`config.mk`:
```
export PLATFORM = sky130hd
export DESIGN_NAME = smcal_top
export DESIGN_NICKNAME = d
export VERILOG_FILES = /design/src/rtl/smcal_pkg.sv /design/src/rtl/smcal_wincnt.sv /design/src/rtl/smcal_cfg.sv /design/src/rtl/smcal_slot.sv /design/src/rtl/smcal_top.sv
export SDC_FILE = /design/constraint.sdc
export NUM_CORES = 1
export LEC_CHECK = 0
export ABC_AREA = 1
export BUFFER_PORTS_ARGS = -buffer_cell sky130_fd_sc_hd__buf_2
export CORE_UTILIZATION = 56
export CTS_BUF_LIST = sky130_fd_sc_hd__clkbuf_8
export DETAILED_ROUTE_END_ITERATION = 10
export PLACE_DENSITY = 0.86
export SLEW_MARGIN = 20
export SYNTH_ARGS = -nofsm -noshare
export SYNTH_HDL_FRONTEND = slang
export SYNTH_SLANG_ARGS = --single-unit
```
`constraint.sdc`:
```
create_clock -name clk -period 1.4 [get_ports clk]
set_input_delay 0.07 -clock clk [delete_from_list [all_inputs] [get_ports clk]]
set_output_delay 0.07 -clock clk [all_outputs]
set_load 0.02 [all_outputs]
```
`src/rtl/smcal_pkg.sv`:
```
package smcal_pkg;

   localparam int CAL_DEC_W = 9;

   typedef struct packed {
      logic [CAL_DEC_W-1:0] dec;
      logic                 add;
      logic                 half;
   } cal_cfg_t;

   typedef enum logic [1:0] {
      ADV_NONE = 2'd0,
      ADV_ONE  = 2'd1,
      ADV_TWO  = 2'd2
   } adv_e;

   function automatic logic [CAL_DEC_W-1:0] rev_bits(input logic [CAL_DEC_W-1:0] v);
      logic [CAL_DEC_W-1:0] r;
      for (int i = 0; i < CAL_DEC_W; i++) r[i] = v[CAL_DEC_W-1-i];
      return r;
   endfunction

endpackage

```
`src/rtl/smcal_wincnt.sv`:
```
module smcal_wincnt #(
   parameter int WIN_W = 20
) (
   input  logic             clk,
   input  logic             rst_n,
   input  logic             half,
   output logic [WIN_W-1:0] pos,
   output logic             win_end
);
   logic long_end;
   logic short_end;

   always_ff @(posedge clk or negedge rst_n) begin
      if (!rst_n) pos <= '0;
      else        pos <= pos + 1'b1;
   end

   assign short_end = &pos[WIN_W-2:0];
   assign long_end  = short_end & pos[WIN_W-1];
   assign win_end   = half ? short_end : long_end;

endmodule

```
`src/rtl/smcal_cfg.sv`:
```
module smcal_cfg
   import smcal_pkg::*;
(
   input  logic     clk,
   input  logic     rst_n,
   input  logic     wr_en,
   input  cal_cfg_t wr_cfg,
   input  logic     win_end,
   output cal_cfg_t live_cfg,
   output logic     pend
);
   cal_cfg_t shadow;

   always_ff @(posedge clk or negedge rst_n) begin
      if (!rst_n) begin
         shadow   <= '0;
         live_cfg <= '0;
         pend     <= 1'b0;
      end else begin
         if (win_end) live_cfg <= shadow;
         if (wr_en) begin
            shadow <= wr_cfg;
            pend   <= 1'b1;
         end else if (win_end) begin
            pend   <= 1'b0;
         end
      end
   end

endmodule

```
`src/rtl/smcal_slot.sv`:
```
module smcal_slot
   import smcal_pkg::*;
#(
   parameter int WIN_W   = 20,
   parameter bit HAS_ADD = 1'b1
) (
   input  logic [WIN_W-1:0] pos,
   input  cal_cfg_t         cfg,
   output adv_e             adv
);
   localparam int SUB_W = WIN_W - CAL_DEC_W;
   localparam logic [SUB_W-1:0] ADD_PH = {1'b1, {(SUB_W-1){1'b0}}};

   logic [CAL_DEC_W-1:0] hi;
   logic [CAL_DEC_W-1:0] key;
   logic [CAL_DEC_W-1:0] lim;
   logic                 slot0;
   logic                 drop;
   logic                 dbl;

   assign hi    = pos[WIN_W-1:SUB_W];
   assign slot0 = (pos[SUB_W-1:0] == '0);

   always_comb begin
      if (cfg.half) begin
         key = rev_bits({1'b0, hi[CAL_DEC_W-2:0]});
         lim = {cfg.dec[CAL_DEC_W-1:1], 1'b0};
      end else begin
         key = rev_bits(hi);
         lim = cfg.dec;
      end
   end

   assign drop = slot0 && (key < lim);

   generate
      if (HAS_ADD) begin : g_add
         assign dbl = cfg.add && (pos[SUB_W-1:0] == ADD_PH);
      end else begin : g_noadd
         assign dbl = 1'b0;
      end
   endgenerate

   always_comb begin
      if (drop)     adv = ADV_NONE;
      else if (dbl) adv = ADV_TWO;
      else          adv = ADV_ONE;
   end

endmodule

```
`src/rtl/smcal_top.sv`:
```
module smcal_top
   import smcal_pkg::*;
#(
   parameter int WIN_W   = 20,
   parameter bit HAS_ADD = 1'b1
) (
   input  logic       clk,
   input  logic       rst_n,
   input  logic       wr_en,
   input  logic [8:0] wr_dec,
   input  logic       wr_add,
   input  logic       wr_half,
   output logic [1:0] en_cnt,
   output logic       cal_pend
);
   generate
      if (WIN_W < CAL_DEC_W + 2) begin : g_bad_win
         $error("smcal_top: WIN_W must be at least CAL_DEC_W+2");
      end
   endgenerate

   logic [WIN_W-1:0] pos;
   logic             win_end;
   cal_cfg_t         live_cfg;
   cal_cfg_t         wr_cfg;
   adv_e             adv;

   assign wr_cfg = '{dec: wr_dec, add: wr_add, half: wr_half};

   smcal_wincnt #(.WIN_W(WIN_W)) u_cnt (
      .clk     (clk),
      .rst_n   (rst_n),
      .half    (live_cfg.half),
      .pos     (pos),
      .win_end (win_end)
   );

   smcal_cfg u_cfg (
      .clk      (clk),
      .rst_n    (rst_n),
      .wr_en    (wr_en),
      .wr_cfg   (wr_cfg),
      .win_end  (win_end),
      .live_cfg (live_cfg),
      .pend     (cal_pend)
   );

   smcal_slot #(.WIN_W(WIN_W), .HAS_ADD(HAS_ADD)) u_slot (
      .pos (pos),
      .cfg (live_cfg),
      .adv (adv)
   );

   assign en_cnt = adv;

endmodule

```
== Yosys cells after proc, flatten, opt, wreduce, memory -nomap -nowiden ==
Index checks and enable logic that the tools add are counted.

* Flip-flop bits (word level): 43
* Input port bits: 14
* Output and inout port bits: 3
* Word-level logic and storage cells: 24

* $add $sub $neg: 1
* Magnitude comparators: 1
* Eq/ne operators: 1
* Muxes and demuxes: 7
* Bitwise logic cells: 1
* Reductions and logical operators: 5

{| class="wikitable"
|+ Operator list
! cell !! count
|-
| adder 20 x 1 -> 20 bit (second input constant) || 1
|-
| AND reduction 19 bit || 1
|-
| equality test 11 bit (second input constant) || 1
|-
| logical NOT 11 bit || 1
|-
| less-than comparator 9 bit || 1
|-
| 2-to-1 mux 1 bit || 5
|-
| 2-to-1 mux 2 bit || 2
|-
| logical AND 1 bit || 2
|-
| nonzero test 2 bit || 1
|-
| AND 1 bit || 1
|}

== Longest topological paths before layout ==
Gate-level depths: netlist of the first run.

* Depth after elaboration: 5
* Depth in mapped cells: 9
* Depth with buffers taken out: 8

== Cells and area by module ==
A second synthesis of the first run with hierarchy kept.

* Cells, all modules: 267
* Area, all modules: 2174.6 µm²

{| class="wikitable"
|+ By module, submodules not included
! module !! instances !! cells each !! area an instance (µm²) !! seq. area each (µm²)
|-
| smcal_wincnt || 1 || 113 || 999.7 || 500.5
|-
| smcal_cfg || 1 || 97 || 875.8 || 575.6
|-
| smcal_slot || 1 || 57 || 299.0 || 0.0
|}

== Least setup slack after synthesis of the first run ==
OpenSTA, ideal clock, no wires.

* Kind: register -> output
* From: register u_cnt.pos[0]
* To: output port en_cnt[0]
* Data arrival time: 1570 ps
* Required time: 1330 ps
* Slack: -240 ps
* Cell stages (with the launch flop): 6
* Buffers on the path: 0
* Cell sequence: dfrtp_1 > inv_1 > ha_1 > nand3_1 > nor3_1 > nor2_1

* Longest elaborated chain between the ends: 4
* Elaborated cells between the ends (all ways): 6
* Those cells by class: eq/ne: 1; mux: 2; reduce/logical: 3

{| class="wikitable"
|+ RTL lines
! what !! RTL line !! text
|-
| from (decl) || smcal_wincnt.sv:7 || <nowiki>output logic [WIN_W-1:0] pos,</nowiki>
|-
| from (signal assigned) || smcal_wincnt.sv:15 || <nowiki>else pos <= pos + 1'b1;</nowiki>
|-
| equality test 11 bit || smcal_slot.sv:38 || <nowiki>assign dbl = cfg.add && (pos[SUB_W-1:0] == ADD_PH);</nowiki>
|-
| logical AND 1 bit || smcal_slot.sv:38 ||
|-
| 2-to-1 mux 2 bit || smcal_slot.sv:46 || <nowiki>else if (dbl) adv = ADV_TWO;</nowiki>
|-
| 2-to-1 mux 2 bit * || smcal_slot.sv:45 || <nowiki>if (drop) adv = ADV_NONE;</nowiki>
|-
| to (decl) || smcal_top.sv:13 || <nowiki>output logic [1:0] en_cnt,</nowiki>
|}

Mark *: on every way between the ends. The rest lies on a longest branch, timed or not.

== Worst setup path after layout of the first run ==
* From: register u_cfg.live_cfg[8] (netlist name)
* To: output port en_cnt[0]

* Longest elaborated chain between the ends: 3

{| class="wikitable"
|+ RTL lines
! what !! RTL line !! text
|-
| less-than comparator 9 bit || smcal_slot.sv:34 || <nowiki>assign drop = slot0 && (key < lim);</nowiki>
|-
| logical AND 1 bit || smcal_slot.sv:34 ||
|-
| 2-to-1 mux 2 bit || smcal_slot.sv:45 ||
|}

Every way passes these cells.

==> impl_metrics.py, run 1 <==
metrics = {
    "status": {
        "outcome": "finished with violations",
        "violations": "setup timing",
    },
    "detailed_routing": {
        "vias": 2069,
        "drc_errors": 0,
        "drt_iter0_drc": 196,
        "via_per_inst": 5.592,
        "wl_um": 6434,
        "first_pass_iters": 4,
        "wl_per_cell_um": 17.39,
        "postRouteAntennaNets": 0,
    },
    "pwr": {
        "seqPwrFrac_pct": 54.0,
        "p_int_w": 0.001850,
        "sw_frac_of_total_pct": 22.40,
        "finalPower_w": 0.002383,
        "peakVddDrop_mv": 0.6582,
        "clockPowerShare_pct": 41.3,
        "p_sw_w": 0.0005339,
        "combPwrFrac_pct": 4.7,
        "powerDensity_nw_per_um2": 795.3,
        "p_leak_nw": 1.508,
    },
    "worst_setup_path": {
        "cp.depth": 8,
        "cp_top_family": "flip-flops",
        "crit_path_end_kind": "output pin",
        "crit_path_top_delay_cell": "dfrtp_1",
        "slowest_delay_ns": 0.41,
        "crit_path_end": "en_cnt[0]",
        "worstPathCellList": "inv_2, ha_4, nand2_1, nor2_2, a21boi_2, nor2_1, nor2_2, buf_6",
        "critPathRequiredTime_ns": 1.33,
        "r2r_end": "u_cfg.live_cfg[6]",
        "crit_top_cell": "nor2_2",
        "regToRegStartpoint": "u_cnt.pos[1]",
        "cp-start-kind": "flop",
        "r2r_cells": 9,
        "rrSetupSlack_ns": -0.16,
        "arrival_ns": 1.71,
        "cp_num_buf_inv": 2,
        "critPathLaunch": "u_cfg.live_cfg[8]",
        "path_max_fanout": 2,
        "worstSetupPathType": "flop to output pin",
    },
    "yosys": {
        "avgSynthCellArea_um2": 8.518,
        "synth_cell_types": 26,
        "synthCells": 260,
        "synthesis.area_um2": 2215,
        "yosys_warnings": 0,
        "synth_nets": 284,
        "ys_seq_area_share_pct": 48.59,
        "synth-seq-cells": 43,
    },
    "timing": {
        "clock.fmax_ghz": 0.5620,
        "setup_viol_count_final": 16,
        "layout_min_cycle_time_ns": 1.779,
        "slew_headroom_pct": 64.72,
        "tightest_slew_ns": 0.5292,
        "setup_tns_ns": -1.387,
        "finalHoldViolations": 0,
        "finalCritPeriodShare_pct": 127.1,
        "skew_ns": 0.01044,
        "worst_slack_ns": -0.3795,
        "slew_viol_final": 0,
        "rsz0062_at_grt": "yes",
    },
    "placed_design": {
        "port-buffer-count": 16,
        "placed_area_um2": 2445,
        "dp_hpwl_um": 3305,
        "place.gp.congestion": 0.8725,
        "placedCellCount": 334,
        "pre_cts_ws_ns": -0.06515,
    },
    "cells_and_area": {
        "mostFrequentLayoutCell": "nand2_1",
        "antennaDiodeCount": 0,
        "syn_to_final_growth_pct": 35.31,
        "drive_gt1_share_pct": 31.06,
        "layout.cells.non_filler": 370,
        "final_cell_mix": "88 x nand2_1, 40 x dfrtp_1, 27 x buf_4, 21 x nor2_1, 17 x inv_1",
        "final_nets": 345,
        "fin_area_um2": 2997,
    },
    "floorplan": {
        "pin_count": 17,
        "die_w_um": 64.89,
        "start_util_pct": 59.60,
        "rows": 22,
        "dieArea_um2": 4210,
        "die_h_um": 64.89,
        "core-area_um2": 3716,
    },
    "clocking": {
        "cts_buffers": 5,
        "tritoncts": "done",
        "cts_num_sinks": 43,
        "clkTransAtPathRegs_ns": 0.09,
        "cts-root-buf": "clkbuf_8",
        "clk_latency_ns": 0.31,
        "clockBufferDepth": 2,
        "htreeDepth": 2,
    },
    "global_route": {
        "grt_max_degree": 44,
        "grt_usage_pct": 27.95,
        "antenna_found_initial": 0,
        "grt_pass1_wl_um": 8576,
        "grt_pass1_vias": 1914,
        "gr-total-overflow": 0,
    },
    "min_path": {
        "hold_class": "input pin to flop",
    },
    "run": {
        "maxCapViolCount": 0,
    },
}
[through the flow]
step	util, %	hold WS (ns)
6_report	80.64	0.09326
5_1_grt	80.64	0.1097
4_1_cts	74.55	0.07752
3_5_place_dp	65.79	0.1655
3_3_place_gp	65.79	0.1651
2_1_floorplan	-	-0.2256
[cells by family after synthesis]
logic type | count (synthesis) | share of synthesized area, %
buf+inv | 27 | 5.367
simple gates | 162 | 33.67
flops | 43 | 48.59
xor+xnor | 15 | 5.932
compound gates | 3 | 0.7911
fa+ha+maj | 10 | 5.650
[registers in the layout, indices dropped and copies added, names as in the netlist]
register,count
u_cfg.shadow,11
u_cnt.pos,20
u_cfg.pend,1
u_cfg.live_cfg,11
[synth_stat cells]
cell / number / share of area, %
buf_2: 2 / 0.45
a21oi_1: 2 / 0.45
nand2_1: 96 / 16
nand3_1: 11 / 2.5
nand2_2: 2 / 0.56
xor2_1: 9 / 3.6
nor2_2: 2 / 0.56
nand2_4: 1 / 0.51
nand3_4: 1 / 0.79
inv_2: 1 / 0.17
xnor2_1: 6 / 2.4
nand4_2: 1 / 0.56
dfrtp_1: 43 / 49
clkbuf_1: 2 / 0.34
nand3_2: 1 / 0.45
ha_1: 10 / 5.6
a21boi_0: 1 / 0.34
nor2_1: 27 / 4.6
inv_1: 20 / 3.4
nor2_8: 1 / 0.90
nor3_1: 2 / 0.45
nand3b_1: 2 / 0.68
nand4_1: 12 / 3.4
nor3_2: 1 / 0.45
buf_6: 2 / 1.0
nor2_4: 2 / 1.0
[worst min-delay path by stage]
stage	startpoint	endpoint	slack, ns	cells after the start
final	wr_en	u_cfg.shadow[3]	0.09	3
after detailed placement	rst_n	u_cnt.pos[3]	0.17	2
after global routing	wr_en	u_cfg.shadow[3]	0.11	3
after global placement	rst_n	u_cnt.pos[1]	0.17	2
after floorplan	rst_n	u_cfg.live_cfg[0]	-0.23	0
after CTS	wr_en	u_cfg.shadow[7]	0.08	3
[per-layer routing]
metal | wire [µm] | global-route usage (%) | vias to the layer above
met5 | 0 | 0 | -
met4 | 227 | 12.22 | 0
met3 | 463 | 8.099 | 23
met2 | 3280 | 46.61 | 108
met1 | 2463 | 33.29 | 994
li1 | - | - | 944
[tightest hold or removal path, cell delays in order]
cell and delay, ns:
buf_2 0.17, nand2_1 0.08, nand2_1 0.04
[timing repair]
item | CTS | global route
setup buffers | 1 | 13
resized for setup | 14 | 32
endpoints found under the setup margin | 15 | 22
endpoints found under the hold margin | 54 | 0
cloned | 2 | 0
pin swaps | 9 | 15
hold buffers | 12 | 0
[layout make-up]
cell class / count / area, µm²
Inverter: 21 / 78.83
Sequential cell: 43 / 1080
Clock buffer: 5 / 68.82
Clock inverter: 3 / 43.79
Timing Repair Buffer: 59 / 460.4
Multi-Input combinational cell: 191 / 1205
Tap cell: 48 / 60.06
Fill cell: 202 / 719.4
[power by group through the flow]
stage | Sequential, W | Combinational (W) | Clock, W
floorplan | 0.00130 | 0.0000322 | 0
detailed placement | 0.00131 | 0.0000813 | 0
global placement | 0.00131 | 0.0000779 | 0
CTS | 0.00128 | 0.000107 | 0.000980
finish | 0.00129 | 0.000112 | 0.000985
global route | 0.00129 | 0.000127 | 0.00104
(Power assumes the default switching activity.)
==> run 2, diff against run 1 <==
SKIP_CTS_REPAIR_TIMING = 1   (was unset)
==> impl_metrics.py, run 2 (synthesized netlist as in run 1, its figures left out) <==
metrics = {
    "cells_and_area": {
        "mostFrequentLayoutCell": "nand2_1",
        "reg_top3": "u_cnt.pos: 20 flops, u_cfg.live_cfg: 11 flops, u_cfg.shadow: 11 flops",
        "final_nets": 337,
        "layout.cells.non_filler": 362,
        "final_cell_mix": "88 x nand2_1, 40 x dfrtp_1, 22 x buf_4, 20 x nor2_1, 19 x inv_1",
        "top_register": "u_cnt.pos",
        "largest_register_ffs": 20,
        "fin_area_um2": 2915,
        "drive_gt1_share_pct": 28.98,
        "antennaDiodeCount": 0,
        "syn_to_final_growth_pct": 31.64,
    },
    "worst_setup_path": {
        "worstSetupPathType": "flop to output pin",
        "cp-start-kind": "flop",
        "crit_path_end_kind": "output pin",
        "critPathRequiredTime_ns": 1.33,
        "arrival_ns": 1.67,
        "path_max_fanout": 2,
        "rrSetupSlack_ns": -0.12,
    },
    "placed_design": {
        "dp_hpwl_um": 3305,
        "placed_area_um2": 2445,
        "place.gp.congestion": 0.8725,
        "placedCellCount": 334,
        "port-buffer-count": 16,
    },
    "timing": {
        "layout_min_cycle_time_ns": 1.742,
        "setup_viol_count_final": 15,
        "finalCritPeriodShare_pct": 124.4,
        "worst_slack_ns": -0.3421,
        "finalHoldViolations": 1,
        "rsz0062_at_grt": "yes",
        "slew_headroom_pct": 64.40,
        "clock.fmax_ghz": 0.5740,
        "slew_viol_final": 0,
        "tightest_slew_ns": 0.5340,
        "timing.hold.ws_ns": -0.03533,
        "skew_ns": 0.01023,
    },
    "clocking": {
        "cts_num_sinks": 43,
        "clk_latency_ns": 0.31,
        "clkTransAtPathRegs_ns": 0.08,
        "tritoncts": "done",
        "cts_buffers": 5,
        "clockBufferDepth": 2,
        "htreeDepth": 2,
        "cts-root-buf": "clkbuf_8",
    },
    "floorplan": {
        "pin_count": 17,
        "dieArea_um2": 4210,
        "rows": 22,
        "start_util_pct": 59.60,
        "core-area_um2": 3716,
        "die_w_um": 64.89,
        "die_h_um": 64.89,
    },
    "global_route": {
        "top_usage_layer": "met2",
        "globalRouteMet3Util_pct": 6.514,
        "grt.met2_usage_pct": 38.54,
        "grt_usage_pct": 24.17,
        "use_met1_pct": 30.30,
        "grt_pass1_wl_um": 7514,
        "grt_pass1_vias": 1698,
        "antenna_found_initial": 0,
        "grt_max_degree": 44,
        "gr-total-overflow": 0,
    },
    "min_path": {
        "hold_class": "input pin to flop",
    },
    "detailed_routing": {
        "wl_um": 5980,
        "wl_per_cell_um": 16.52,
        "via_per_inst": 5.588,
        "postRouteAntennaNets": 0,
        "drc_errors": 0,
        "first_pass_iters": 4,
        "vias": 2023,
        "drt_iter0_drc": 258,
    },
    "pwr": {
        "finalPower_w": 0.002373,
        "powerDensity_nw_per_um2": 814.0,
        "peakVddDrop_mv": 0.6486,
        "p_leak_nw": 1.470,
    },
    "status": {
        "violations": "hold timing, setup timing",
        "outcome": "finished with violations",
    },
    "run": {
        "maxCapViolCount": 0,
    },
}
run 2: cell count changes in the layout (fill, tap and decap cells not counted), moves of 2 or more:
cell,previous run,this run
ha_4,6,4
buf_6,6,3
ha_1,4,6
inv_2,4,2
dlygate4sd3_1,12,10
inv_1,17,19
buf_4,27,22
run 2: area by class of cell:
class                           count  area [µm²]
Clock inverter                      3       43.79
Clock buffer                        5       68.82
Fill cell                         222       800.8
Tap cell                           48       60.06
Sequential cell                    43        1080
Timing Repair Buffer               51       409.1
Multi-Input combinational cell    191        1175
Inverter                           21       78.83
run 2: path summary, 6_finish.rpt:
| kind | from | to | cells past startpoint |
|---|---|---|---|
| max | u_cfg.live_cfg[4] | en_cnt[0] | 9 |
| min | wr_dec[0] | u_cfg.shadow[2] | 3 |
| max reg2reg | u_cnt.pos[0] | u_cfg.live_cfg[8] | 9 |
| min reg2reg | u_cfg.shadow[2] | u_cfg.shadow[2] | 2 |
| max in group asynchronous | rst_n | u_cnt.pos[3] | 3 |
| min in group asynchronous | rst_n | u_cfg.shadow[9] | 3 |
run 2: worst max-delay path, stage by stage, from the launching register on:
cell and delay, ns:
dfrtp_1 0.35, inv_1 0.05, ha_1 0.31, nand2_1 0.08
nand2_1 0.09, nand3_1 0.09, a21boi_2 0.13, nor2_1 0.06
nor2_2 0.09, buf_6 0.12
run 2: report_power, final:
group / total [W] / switching (W) / leakage (nW) / internal (W)
Combinational: 0.000108 / 0.0000622 / 0.855 / 0.0000458
Clock: 0.000978 / 0.000447 / 0.0581 / 0.000531
Sequential: 0.00129 / 0.0000184 / 0.556 / 0.00127
Total: 0.00237 / 0.000527 / 1.47 / 0.00185
run 2: metal layers:
metal / vias to the layer above / part of all wire [%]
met2: 118 / 50
met5: - / 0
met1: 952 / 39
li1: 925 / -
met4: 0 / 4.2
met3: 28 / 6.3
run 2: stage by stage:
stage | utilization [%] | worst slack (ns) | TNS (ns)
2_1_floorplan | - | 0.009458 | 0
3_3_place_gp | 65.79 | 0.002903 | 0
3_5_place_dp | 65.79 | -0.06515 | -0.1161
4_1_cts | 68.82 | -0.4097 | -0.9725
5_1_grt | 78.45 | -0.4264 | -2.714
6_report | 78.45 | -0.3421 | -1.556
==> run 3, diff against run 2 <==
REMOVE_ABC_BUFFERS = 1   (was unset)
==> impl_metrics.py, run 3 (synthesized netlist as in run 1, its figures left out) <==
metrics = {
    "worst_setup_path": {
        "critPathRequiredTime_ns": 1.33,
        "slowest_delay_ns": 0.42,
        "worstPathCellList": "ha_4, nand2_1, nor2_2, a21boi_1, nor2_2, nor2_1, buf_4",
        "arrival_ns": 1.73,
        "cp_num_buf_inv": 1,
        "rrSetupSlack_ns": -0.09,
        "crit_path_top_delay_cell": "dfrtp_1",
        "crit_top_cell": "nor2_2",
        "r2r_end": "u_cfg.live_cfg[0]",
        "worstSetupPathType": "flop to output pin",
        "cp-start-kind": "flop",
        "regToRegStartpoint": "u_cnt.pos[0]",
        "path_max_fanout": 2,
        "crit_path_end_kind": "output pin",
        "critPathLaunch": "u_cnt.pos[13]",
        "crit_path_end": "en_cnt[0]",
        "r2r_cells": 9,
        "cp_top_family": "flip-flops",
        "cp.depth": 7,
    },
    "global_route": {
        "antenna_found_initial": 0,
        "grt_max_degree": 44,
        "grt_pass1_wl_um": 7210,
        "grt_pass1_vias": 1718,
        "gr-total-overflow": 0,
        "grt_usage_pct": 23.00,
    },
    "timing": {
        "clock.fmax_ghz": 0.5562,
        "timing.hold.ws_ns": -0.03090,
        "finalHoldViolations": 1,
        "layout_min_cycle_time_ns": 1.798,
        "setup_tns_ns": -1.424,
        "setup_viol_count_final": 16,
        "tightest_slew_ns": 0.5258,
        "finalCritPeriodShare_pct": 128.4,
        "rsz0062_at_grt": "yes",
        "worst_slack_ns": -0.3980,
        "slew_headroom_pct": 64.94,
        "skew_ns": 0.009514,
        "slew_viol_final": 0,
    },
    "placed_design": {
        "placed_area_um2": 2442,
        "place.gp.congestion": 0.8878,
        "port-buffer-count": 16,
        "dp_hpwl_um": 3019,
    },
    "cells_and_area": {
        "mostFrequentLayoutCell": "nand2_1",
        "drive_gt1_share_pct": 30.25,
        "largest_register_ffs": 20,
        "final_nets": 337,
        "antennaDiodeCount": 0,
        "reg_top3": "u_cnt.pos: 20 flops, u_cfg.live_cfg: 11 flops, u_cfg.shadow: 11 flops",
        "final_cell_mix": "88 x nand2_1, 39 x dfrtp_1, 22 x nor2_1, 22 x buf_4, 16 x inv_1",
        "top_register": "u_cnt.pos",
        "fin_area_um2": 2915,
        "syn_to_final_growth_pct": 31.64,
    },
    "detailed_routing": {
        "drt_iter0_drc": 97,
        "postRouteAntennaNets": 0,
        "wl_um": 4893,
        "vias": 1827,
        "via_per_inst": 5.047,
        "first_pass_iters": 4,
        "drc_errors": 0,
        "wl_per_cell_um": 13.52,
    },
    "pwr": {
        "p_leak_nw": 1.447,
        "powerDensity_nw_per_um2": 742.3,
        "peakVddDrop_mv": 0.8914,
    },
    "floorplan": {
        "rows": 22,
        "pin_count": 17,
        "die_w_um": 64.89,
        "dieArea_um2": 4210,
        "die_h_um": 64.89,
        "start_util_pct": 59.60,
        "core-area_um2": 3716,
    },
    "min_path": {
        "hold_class": "input pin to flop",
    },
    "clocking": {
        "cts-root-buf": "clkbuf_8",
        "htreeDepth": 2,
        "cts_buffers": 5,
        "tritoncts": "done",
        "clockBufferDepth": 2,
        "clkTransAtPathRegs_ns": 0.09,
        "cts_num_sinks": 43,
        "clk_latency_ns": 0.31,
    },
    "run": {
        "maxCapViolCount": 0,
    },
    "status": {
        "outcome": "finished with violations",
        "violations": "hold timing, setup timing",
    },
}
[run 3: how the worst min path moves through the flow]
stage,start,endpoint,slack [ns],depth (start not counted)
5_1_grt,wr_half,u_cfg.shadow[0],0.001,3
3_5_place_dp,rst_n,u_cnt.pos[1],0.17,2
6_report,wr_half,u_cfg.shadow[0],-0.03,3
2_1_floorplan,rst_n,u_cfg.live_cfg[0],-0.23,0
3_3_place_gp,rst_n,u_cnt.pos[0],0.17,2
4_1_cts,rst_n,u_cnt.pos[3],-0.16,2
[run 3: metal layers]
layer	track usage (%)	up-vias	part of all wire, %
li1	-	927	-
met1	26.87	863	43
met2	39.19	29	53
met3	6.690	8	3.0
met4	9.444	0	1.7
met5	0	-	0
[run 3: layout make-up]
| type | instances | area [µm²] |
|---|---|---|
| Clock buffer | 5 | 68.82 |
| Fill cell | 244 | 800.8 |
| Multi-Input combinational cell | 191 | 1220 |
| Tap cell | 48 | 60.06 |
| Timing Repair Buffer | 51 | 390.4 |
| Sequential cell | 43 | 1081 |
| Inverter | 21 | 78.83 |
| Clock inverter | 3 | 16.27 |
[run 3: where the power goes]
group          switching [W]  total (W)  internal, W
Clock               0.000432   0.000773     0.000341
Sequential         0.0000166    0.00129      0.00127
Combinational      0.0000576   0.000105    0.0000475
[run 3: stage by stage]
stage	std cells	setup slack (ns)	hold WS (ns)	utilization (%)	total power [W]
after global routing	362	-0.4861	0.001476	78.45	0.002237
after CTS	343	-0.4089	-0.1642	68.01	0.002157
after global placement	335	-0.009579	0.1660	65.72	0.001384
final	362	-0.3980	-0.03090	78.45	0.002164
after detailed placement	335	-0.06302	0.1709	65.72	0.001390
after floorplan	254	-0.2402	-0.2256	-	0.001333
[run 3: tightest hold or removal path, cell delays in order]
cell	delay, ns
buf_2	0.07
nand2_1	0.04
nand2_1	0.06
